## config.mk

```make
export PLATFORM = sky130hd
export DESIGN_NAME = clkgate_ctrl
export DESIGN_NICKNAME = d
export VERILOG_FILES = /design/src/rtl/clkgate_pkg.sv /design/src/rtl/clkgate_regs.sv /design/src/rtl/clkgate_mode_fsm.sv /design/src/rtl/clkgate_out_mux.sv /design/src/rtl/clkgate_ctrl.sv
export SDC_FILE = /design/constraint.sdc
export NUM_CORES = 1
export LEC_CHECK = 0
export BUFFER_PORTS_ARGS = -buffer_cell sky130_fd_sc_hd__buf_2
export CORE_MARGIN = 4
export CORE_UTILIZATION = 40
export CTS_CLUSTER_DIAMETER = 80
export CTS_CLUSTER_SIZE = 10
export DETAILED_ROUTE_END_ITERATION = 6
export PLACE_DENSITY = 0.62
export SLEW_MARGIN = 10
export SYNTH_ARGS = -nofsm -noshare
export SYNTH_HDL_FRONTEND = slang
export SYNTH_SLANG_ARGS = --single-unit
```

## constraint.sdc

```tcl
create_clock -name clk -period 2.1 [get_ports clk]
set_input_delay 0.42 -clock clk [delete_from_list [all_inputs] [get_ports clk]]
set_output_delay 0.42 -clock clk [all_outputs]
set_load 0.005 [all_outputs]
```

## src/rtl/clkgate_pkg.sv

```systemverilog
// Package: shared types and constants of the clock gating controller.
// Assumes the control register layout is fixed at 8 bits.
package clkgate_pkg;

    typedef enum logic [1:0] {
        MODE_RUN     = 2'd0,
        MODE_SLEEP   = 2'd1,
        MODE_DEEP    = 2'd2,
        MODE_RESTORE = 2'd3
    } mode_e;

    // Control register, packed so bit positions match the register map.
    typedef struct packed {
        logic [3:0] div;
        logic       run_src;
        logic       pll_en;
        logic       ds_int;
        logic       auto_gate;
    } ctrl_t;

    // Clock setup captured on Deep-Sleep entry.
    typedef struct packed {
        logic [3:0] div;
        logic       run_src;
        logic       pll_en;
        logic       ds_int;
    } snap_t;

    localparam int unsigned SYS_DIV_W   = 7;
    localparam int unsigned DS_DIV_MAIN = 16;
    localparam int unsigned DS_DIV_INT  = 64;

    localparam logic [2:0] A_RUN  = 3'd0;
    localparam logic [2:0] A_SLP  = 3'd1;
    localparam logic [2:0] A_DSL  = 3'd2;
    localparam logic [2:0] A_CAP  = 3'd3;
    localparam logic [2:0] A_CTRL = 3'd4;

endpackage

```

## src/rtl/clkgate_regs.sv

```systemverilog
// Register file: three per-mode gate registers masked by a capability
// mask, the control register, and a combinational read port.
// Assumes DATA_W >= 8 and N_PERIPH <= DATA_W.
module clkgate_regs
    import clkgate_pkg::*;
#(
    parameter int unsigned N_PERIPH = 8,
    parameter int unsigned DATA_W   = 8,
    parameter int unsigned ADDR_W   = 3,
    parameter logic [N_PERIPH-1:0] CAP_MASK = '1
) (
    input  logic                clk,
    input  logic                rst_n,
    input  logic                we,
    input  logic [ADDR_W-1:0]   addr,
    input  logic [DATA_W-1:0]   wdata,
    output logic [DATA_W-1:0]   rdata,
    output logic [N_PERIPH-1:0] run_gate,
    output logic [N_PERIPH-1:0] slp_gate,
    output logic [N_PERIPH-1:0] dsl_gate,
    output ctrl_t               ctrl
);

    localparam int unsigned NGATE = 3;

    logic [N_PERIPH-1:0] gate_q [NGATE];
    logic [N_PERIPH-1:0] wmasked;

    assign wmasked = wdata[N_PERIPH-1:0] & CAP_MASK;

    // One masked register per mode, selected by address.
    for (genvar g = 0; g < NGATE; g++) begin : g_gate
        always_ff @(posedge clk) begin
            if (!rst_n) begin
                gate_q[g] <= '0;
            end else if (we && addr == ADDR_W'(g)) begin
                gate_q[g] <= wmasked;
            end
        end
    end

    assign run_gate = gate_q[0];
    assign slp_gate = gate_q[1];
    assign dsl_gate = gate_q[2];

    // Control register: auto-gate, deep-sleep source and run clock setup.
    always_ff @(posedge clk) begin
        if (!rst_n) begin
            ctrl <= '0;
        end else if (we && addr == ADDR_W'(A_CTRL)) begin
            ctrl <= ctrl_t'(wdata[7:0]);
        end
    end

    // Read multiplexer.
    always_comb begin
        rdata = '0;
        case (addr)
            ADDR_W'(A_RUN):  rdata[N_PERIPH-1:0] = gate_q[0];
            ADDR_W'(A_SLP):  rdata[N_PERIPH-1:0] = gate_q[1];
            ADDR_W'(A_DSL):  rdata[N_PERIPH-1:0] = gate_q[2];
            ADDR_W'(A_CAP):  rdata[N_PERIPH-1:0] = CAP_MASK;
            ADDR_W'(A_CTRL): rdata[7:0]          = ctrl;
            default:         rdata               = '0;
        endcase
    end

    // a write to the capability address leaves every gate register alone.
    assert_cap_write_ignored_R2: assert property (@(posedge clk) disable iff (!rst_n)
        (we && addr == ADDR_W'(A_CAP)) |=>
            ($stable(gate_q[0]) && $stable(gate_q[1]) && $stable(gate_q[2])));

endmodule

```

## src/rtl/clkgate_mode_fsm.sv

```systemverilog
// Mode sequencer: Run, Sleep, Deep-Sleep and the post-deep-sleep restore
// phase. Captures the clock setup on Deep-Sleep entry and times the
// settling wait with a counter. Assumes READY_CYC >= 1.
module clkgate_mode_fsm
    import clkgate_pkg::*;
#(
    parameter int unsigned READY_CYC = 4
) (
    input  logic  clk,
    input  logic  rst_n,
    input  logic  wfi,
    input  logic  deep_req,
    input  logic  irq,
    input  snap_t live,
    output mode_e mode,
    output snap_t saved
);

    localparam int unsigned CNT_W = (READY_CYC < 2) ? 1 : $clog2(READY_CYC + 1);

    mode_e           mode_d;
    logic [CNT_W-1:0] cnt_q;

    // Next-mode decision.
    always_comb begin
        mode_d = mode;
        case (mode)
            MODE_RUN:     if (wfi) mode_d = deep_req ? MODE_DEEP : MODE_SLEEP;
            MODE_SLEEP:   if (irq) mode_d = MODE_RUN;
            MODE_DEEP:    if (irq) mode_d = MODE_RESTORE;
            MODE_RESTORE: if (cnt_q == '0) mode_d = MODE_RUN;
            default:      mode_d = MODE_RUN;
        endcase
    end

    // Mode register.
    always_ff @(posedge clk) begin
        if (!rst_n) mode <= MODE_RUN;
        else        mode <= mode_d;
    end

    // Snapshot of the clock setup on Deep-Sleep entry.
    always_ff @(posedge clk) begin
        if (!rst_n) begin
            saved <= '0;
        end else if (mode == MODE_RUN && wfi && deep_req) begin
            saved <= live;
        end
    end

    // Settling counter for the restore phase.
    always_ff @(posedge clk) begin
        if (!rst_n) begin
            cnt_q <= '0;
        end else if (mode == MODE_DEEP && irq) begin
            cnt_q <= CNT_W'(READY_CYC - 1);
        end else if (mode == MODE_RESTORE && cnt_q != '0) begin
            cnt_q <= cnt_q - 1'b1;
        end
    end

    assert_sleep_entry_R4: assert property (@(posedge clk) disable iff (!rst_n)
        (mode == MODE_RUN && wfi && !deep_req) |=> mode == MODE_SLEEP);

    assert_deep_entry_R5: assert property (@(posedge clk) disable iff (!rst_n)
        (mode == MODE_RUN && wfi && deep_req) |=> mode == MODE_DEEP);

    assert_sleep_wake_R10: assert property (@(posedge clk) disable iff (!rst_n)
        (mode == MODE_SLEEP && irq) |=> mode == MODE_RUN);

    assert_no_direct_run_R11: assert property (@(posedge clk) disable iff (!rst_n)
        (mode == MODE_DEEP) |=> mode != MODE_RUN);

endmodule

```

## src/rtl/clkgate_out_mux.sv

```systemverilog
// Output selection: picks the gate register for the current mode and the
// auto-gate flag, and the oscillator, PLL and divider controls from either
// the live setup or the Deep-Sleep snapshot. Purely combinational.
module clkgate_out_mux
    import clkgate_pkg::*;
#(
    parameter int unsigned N_PERIPH = 8
) (
    input  mode_e                 mode,
    input  ctrl_t                 ctrl,
    input  snap_t                 saved,
    input  logic [N_PERIPH-1:0]   run_gate,
    input  logic [N_PERIPH-1:0]   slp_gate,
    input  logic [N_PERIPH-1:0]   dsl_gate,
    output logic                  core_clk_en,
    output logic [N_PERIPH-1:0]   periph_clk_en,
    output logic                  pll_pwr_down,
    output logic                  osc_sel,
    output logic                  main_osc_pwr_down,
    output logic                  div_override,
    output logic [SYS_DIV_W-1:0]  sys_div
);

    logic [SYS_DIV_W-1:0] live_div;
    logic [SYS_DIV_W-1:0] saved_div;
    logic [SYS_DIV_W-1:0] ovr_div;

    assign live_div  = SYS_DIV_W'(ctrl.div) + 1'b1;
    assign saved_div = SYS_DIV_W'(saved.div) + 1'b1;
    assign ovr_div   = saved.ds_int ? SYS_DIV_W'(DS_DIV_INT) : SYS_DIV_W'(DS_DIV_MAIN);

    // Peripheral enables by mode and auto-gate flag.
    always_comb begin
        case (mode)
            MODE_RUN:   periph_clk_en = run_gate;
            MODE_SLEEP: periph_clk_en = ctrl.auto_gate ? slp_gate : run_gate;
            default:    periph_clk_en = ctrl.auto_gate ? dsl_gate : run_gate;
        endcase
    end

    // Clock source, PLL and divider controls by mode.
    always_comb begin
        core_clk_en       = (mode == MODE_RUN);
        osc_sel           = ctrl.run_src;
        pll_pwr_down      = !ctrl.pll_en;
        main_osc_pwr_down = 1'b0;
        div_override      = 1'b0;
        sys_div           = live_div;
        case (mode)
            MODE_DEEP: begin
                osc_sel           = saved.ds_int;
                main_osc_pwr_down = saved.ds_int;
                pll_pwr_down      = 1'b1;
                div_override      = saved.pll_en;
                sys_div           = saved.pll_en ? ovr_div : saved_div;
            end
            MODE_RESTORE: begin
                osc_sel      = saved.run_src;
                pll_pwr_down = !saved.pll_en;
                sys_div      = saved_div;
            end
            default: ;
        endcase
    end

endmodule

```

## src/rtl/clkgate_ctrl.sv

```systemverilog
// Top of the power-mode clock gating controller: register file, mode
// sequencer and output selection. Assumes a single clock domain and
// pulse-wide wfi_strobe.
module clkgate_ctrl
    import clkgate_pkg::*;
#(
    parameter int unsigned N_PERIPH  = 8,
    parameter int unsigned DATA_W    = 8,
    parameter int unsigned ADDR_W    = 3,
    parameter int unsigned READY_CYC = 4,
    parameter logic [N_PERIPH-1:0] CAP_MASK = 8'h7B
) (
    input  logic                 clk,
    input  logic                 rst_n,
    input  logic                 reg_we,
    input  logic [ADDR_W-1:0]    reg_addr,
    input  logic [DATA_W-1:0]    reg_wdata,
    output logic [DATA_W-1:0]    reg_rdata,
    input  logic                 wfi_strobe,
    input  logic                 deep_req,
    input  logic                 irq_pending,
    output logic                 core_clk_en,
    output logic [N_PERIPH-1:0]  periph_clk_en,
    output logic                 pll_pwr_down,
    output logic                 osc_sel,
    output logic                 main_osc_pwr_down,
    output logic                 div_override,
    output logic [6:0]           sys_div
);

    logic [N_PERIPH-1:0] run_gate;
    logic [N_PERIPH-1:0] slp_gate;
    logic [N_PERIPH-1:0] dsl_gate;
    ctrl_t               ctrl;
    snap_t               live;
    snap_t               saved;
    mode_e               mode;

    assign live = '{div: ctrl.div, run_src: ctrl.run_src,
                    pll_en: ctrl.pll_en, ds_int: ctrl.ds_int};

    clkgate_regs #(
        .N_PERIPH (N_PERIPH),
        .DATA_W   (DATA_W),
        .ADDR_W   (ADDR_W),
        .CAP_MASK (CAP_MASK)
    ) u_regs (
        .clk      (clk),
        .rst_n    (rst_n),
        .we       (reg_we),
        .addr     (reg_addr),
        .wdata    (reg_wdata),
        .rdata    (reg_rdata),
        .run_gate (run_gate),
        .slp_gate (slp_gate),
        .dsl_gate (dsl_gate),
        .ctrl     (ctrl)
    );

    clkgate_mode_fsm #(
        .READY_CYC (READY_CYC)
    ) u_fsm (
        .clk      (clk),
        .rst_n    (rst_n),
        .wfi      (wfi_strobe),
        .deep_req (deep_req),
        .irq      (irq_pending),
        .live     (live),
        .mode     (mode),
        .saved    (saved)
    );

    clkgate_out_mux #(
        .N_PERIPH (N_PERIPH)
    ) u_mux (
        .mode              (mode),
        .ctrl              (ctrl),
        .saved             (saved),
        .run_gate          (run_gate),
        .slp_gate          (slp_gate),
        .dsl_gate          (dsl_gate),
        .core_clk_en       (core_clk_en),
        .periph_clk_en     (periph_clk_en),
        .pll_pwr_down      (pll_pwr_down),
        .osc_sel           (osc_sel),
        .main_osc_pwr_down (main_osc_pwr_down),
        .div_override      (div_override),
        .sys_div           (sys_div)
    );

    assert_periph_in_cap_R2: assert property (@(posedge clk) disable iff (!rst_n)
        (periph_clk_en & ~CAP_MASK) == '0);

    assert_override_then_gated_R11: assert property (@(posedge clk) disable iff (!rst_n)
        div_override |=> !core_clk_en);

endmodule

```

# After elaboration in Yosys (flattened, before gate mapping)
# Memory sizes are Yosys's and may differ from the RTL's.
# Index checks and enable logic that the tools add are counted.
# totals
regBits	20
mem_bits_rw	18
input_bits	17
mem_count	1
# memory_table
memory	depth	width	rd	rd_clocked_by_memory_dff	wr	line_no	source
u_regs.gate_q	3	6	3	0	3	clkgate_regs.sv:26	logic [N_PERIPH-1:0] gate_q [NGATE];
# op_classes
addsub	3
eq_ne	11
n_mux	32
n_bitwise	4
reduce_logical	17
# op_table
cell	count
8-bit case mux with 5 select lines	1
6-bit two-way mux	3
8-bit two-way mux	2
8-bit case mux with 2 select lines	1
2-bit two-way mux	7
7-bit two-way mux	2
7-bit case mux with 2 select lines	1
1-bit two-way mux	12
4-bit by 1-bit adder with 5-bit output, second input constant	2
1-bit logical AND	8
2-bit case mux with 4 select lines	1
3-bit by 2-bit equality test with 1-bit output, second input constant	2
3-bit zero test	2
2-bit != test, second input constant	3
2-bit equality test, second input constant	2
1-bit case mux with 2 select lines	2
4-bit AND reduction	1
3-bit by 1-bit equality test with 1-bit output, second input constant	1
3-bit equality test, second input constant	1
1-bit bitwise OR	3
3-bit nonzero test	1
3-bit by 1-bit subtractor with 3-bit output, second input constant	1
2-bit by 1-bit equality test with 1-bit output, second input constant	1
1-bit zero test	2
other kinds (5)	5

# Depth between registers and ports, before layout
# logic_depth
ltp_word	6
ltp_mapped	6

# Hierarchy
# A second synthesis with hierarchy kept.
# hier_totals
hier_cells	260
area_unflattened_um2	2409.8
# modules_own_cells
module	n_inst	cells_each	area_per_inst_um2	seq_area_each_um2
clkgate_regs	1	125	1341.3	700.7
clkgate_mode_fsm	1	65	601.8	240.2
clkgate_out_mux	1	70	466.7	0.0

# Worst setup path after synthesis
# OpenSTA, ideal clock, no wires.
# synth_timing
path_kind	input to register
startpoint	input port reg_addr[0]
endpoint	memory u_regs.gate_q[0][0] (netlist bit) (enable)
setup_time_ps	380
arrival_time_ps	1291
required_ps	1720
path_slack_ps	429
stages	3
path_buffers	2
path_cell_list	buf_6 buf_2 o31ai_1
# synth_rtl
element	line_no	source
start: declaration	clkgate_ctrl.sv:16	input logic [ADDR_W-1:0] reg_addr,
end: declaration	clkgate_regs.sv:26	

# Worst setup path in the final report
# layout_timing
startpoint	register u_fsm.mode[0]
endpoint	output port sys_div[2]
# layout_via
elab_chain_len	2
word_cells_on_any_way	3
cone_classes	eq/ne: 2; mux: 1
# layout_rtl
element	line_no	source
start: declaration	clkgate_mode_fsm.sv:15	output mode_e mode,
start signal: assignment	clkgate_mode_fsm.sv:39	else mode <= mode_d;
2-bit equality test	clkgate_out_mux.sv:49	case (mode)
7-bit case mux with 2 select lines *	clkgate_out_mux.sv:49	
end: declaration	clkgate_ctrl.sv:28	output logic [6:0] sys_div
# Mark *: on every way between the ends. The rest lies on a longest branch, timed or not.

==> implementation parameters <==
Parameter                              Value

Synth
  Synth Register Bits    38
  Top cells by area in the synthesized netlist    edfxtp_1 (25%), dfxtp_1 (19%), and2_1 (6.4%), a22o_1 (4.9%), mux2i_1 (3.8%)
  Gate count after technology mapping    221
  Synth cell types    43
  Area share of the largest cell type after synthesis    about a quarter
  Number of warning messages in the yosys log    0
  Synthesized cell area    0.002135 mm2
  Average instance area after synthesis    9.659 um2
  Number of enable flip-flop cells after synthesis    18
  Async SR Flop Fraction    0%
  Most common flop cell mapped by yosys    dfxtp_1
  Largest area contributor in the synthesized netlist    edfxtp_1
  Share of synthesized area occupied by flip-flops and latches    around 44%

Placed design
  Routability congestion estimate from global placement    0.8094
  Placed standard-cell area    ~0.0024 mm2
  Detailed placement HPWL    just under 4 mm
  Number of port buffers    41

Timing
  Setup Skew    between 2 and 2.5 ps
  Worst Tran Pin Value    559.5 ps
  Highest attainable clock frequency    0.5275 GHz
  Final critical-path share of the clock period    between 90% and 100%
  Max-slew violations    0
  Final setup TNS    0 ps
  RSZ-0062 raised after global routing    false
  Post-Route Hold Slack    357.7 ps
  Hold Fails Final Rpt    0
  Worst rel slew slack    62.45%
  Post-layout minimum cycle time    between 1500 and 2000 ps
  Setup-failing EPs final    0

Clock tree
  Clock tree from TritonCTS    done
  Clock Tree Buf Depth    2
  Maximum level of the CTS H-tree    2
  Clk slew on worst S/H paths    70 ps
  Post-cts hold buffer count    0
  Number of CTS-inserted buffers    5
  Root buffer selected by CTS    clkbuf_8
  Worst-skew pair later-pin latency    roughly 280 ps
  Clock sink total    38

Worst hold path
  Type of the worst min-delay path    primary input to flip-flop
  Worst Min Path Start    reg_wdata[7]
  WHS Path Cells    3

Die
  Cell row count    26
  Overall die area    0.006569 mm2
  Die extent in x    81.05 um
  Top-Level Pins    45
  Initial Util    41.53%
  Standard cell core area    0.005140 mm2
  Die Y    81.05 um

Run status
  Status    complete, no violations

Setup path
  Cell-by-cell trace of the critical path    buf_4 > nand2b_1 > nand2_1 > o22ai_1 > buf_2
  Length in cells of the worst reg-to-reg path    6
  Sort of element at the start of the critical path    flip-flop
  Crit Path Category    flip-flop to output port
  CP max FO    8
  Worst path slowest cell    dfxtp_2
  Timing startpoint of the critical path    u_fsm.mode[0]$_SDFFE_PN0P_
  Worst Setup End Kind    output port
  Worst endpoint data arrival time    1480 ps
  Launching point of the worst reg2reg path    u_fsm.cnt_q[0]$_SDFFE_PN0P_
  Required time of the critical path    1680 ps
  Crit-path max cell delay    between 400 and 500 ps

Global route
  Wire length of the first global-routing pass    8.507 mm
  Initial antenna violation count    0
  Number of global-route vias before repair    1713
  Maximum number of pins on one net before global-route repair    27
  Remaining global-route overflow    0
  Total routing resource utilization after global routing    17.16%

Finish
  Utilization after layout    approximately 49%
  Share of cells above drive strength 1    27.34%
  Most used cells in the layout excluding fill and tap cells    buf_2 (41), and2_1 (22), dfxtp_1 (19), nor2_1 (18), edfxtp_1 (18)
  Count of filler cells inserted in the layout    522
  # diodes    0
  Most frequent standard cell in the layout excluding fill and tap cells    buf_2
  FF+latch area    942.2 um2
  Combined area of the multi-input logic cells    0.001069 mm2
  Area growth, synth to finish    17.59%
  Number of nets in the final layout    287
  Final instance area    between 0.002 and 0.003 mm2

Detailed routing
  First DRT Iteration DRCs    81
  Antenna violation net count after detailed routing    0
  1st-pass router iterations    5
  Number of design rule violations left after detail routing    0
  Via density per instance    5.300
  DRT Wirelength    5.139 mm
  Detailed-route wire length per cell    15.25 um
  Total via count after detailed routing    1786

Power
  Cell area power density    621.4 mW/mm2
  LEAKAGE    1.006 nW
  Switch share    25.88%
  Net Switching    403.7 uW
  Clk pwr share    30.4%
  Internal    roughly 1.2 mW
  Combinational share of power    approximately 16%
  Total design power    between 1.5 and 2 mW
  Power share of the sequential group    53.7%
  Worst-case vdd ir drop    0.4507 mV

Job
  Max-cap violations    0
[final timing paths]
kind                                  to  slack, ps
max reg2reg  u_fsm.cnt_q[1]$_SDFFE_PN0P_        630
min reg2reg  u_fsm.cnt_q[1]$_SDFFE_PN0P_        490
max                           sys_div[2]        200
min          u_regs.ctrl[7]$_SDFFE_PN0P_        360
[logic make-up (layout without fill, tap and decap cells)]
logic type	after synthesis	count (layout)	share of synthesized area, %
xor gates and xnor gates	4	4	1.642
DFF	38	38	44.08
buffers and inverters	24	68	6.506
muxes	11	11	5.334
and+or+nand+nor	85	85	22.16
adders and majority gates	4	4	2.345
AOI/OAI and AO/OA	54	54	17.76
other	1	3	0.1757
[metal layers]
layer  part of all wire (%)  global-route usage (%)
met5                      0                       0
met2                     44                   26.68
met3                    5.9                   3.769
met4                    1.4                   5.068
met1                     49                   23.89
[per-stage QoR]
| stage | std cells | setup WS (ps) |
|---|---|---|
| 2_1_floorplan | 223 | 429.4 |
| 3_3_place_gp | 329 | 226.0 |
| 3_5_place_dp | 329 | 215.1 |
| 4_1_cts | 337 | 87.75 |
| 5_1_grt | 337 | 62.62 |
| 6_report | 337 | 204.2 |
[power groups by stage]
stage	Combinational (mW)	Clock, mW	Sequential, mW
after floorplan	0.165	0	0.841
after global placement	0.247	0	0.854
final	0.249	0.474	0.837
after detailed placement	0.248	0	0.853
after global routing	0.281	0.518	0.841
after CTS	0.250	0.487	0.836
[timing repair]
action | in CTS | in global routing
resized for setup | 0 | 2
hold endpoints to repair | 0 | 0
endpoints found under the setup margin | 0 | 3
buffers inserted | 0 | 0
[cell type report]
class                   instances  share of cell area, %
clock buffers                   6                  2.891
clock inverters                 2                 0.3988
multi-input cells             161                  42.57
flip-flops and latches         38                  37.54
well taps                      70                  3.490
inverters                       6                 0.8973
repair buffers                 54                  12.21
[worst max-delay path, delay by kind of cell, from the launching register on]
kind,cells,cell delay [ps]
DFF,1,410
buffers and inverters,2,310
and+or+nand+nor,2,300
AOI/OAI and AO/OA,1,170
[sequential cells by signal, indices dropped and copies added, names as in the netlist]
signal / flops
u_fsm.cnt_q: 3
u_fsm.mode: 2
u_regs.gate_q: 18
u_regs.ctrl: 8
u_fsm.saved: 7
[synth_stat cells, drive strengths merged (5+ instances only)]
cell type,number
dfxtp,20
buf,15
nor3,6
o21ai,17
and2,22
a21oi,6
nor2,18
edfxtp,18
nand2,13
a22o,12
mux2i,8
inv,6
nand3,11
o22ai,5
Note: power is estimated with default switching activity, not from simulation.
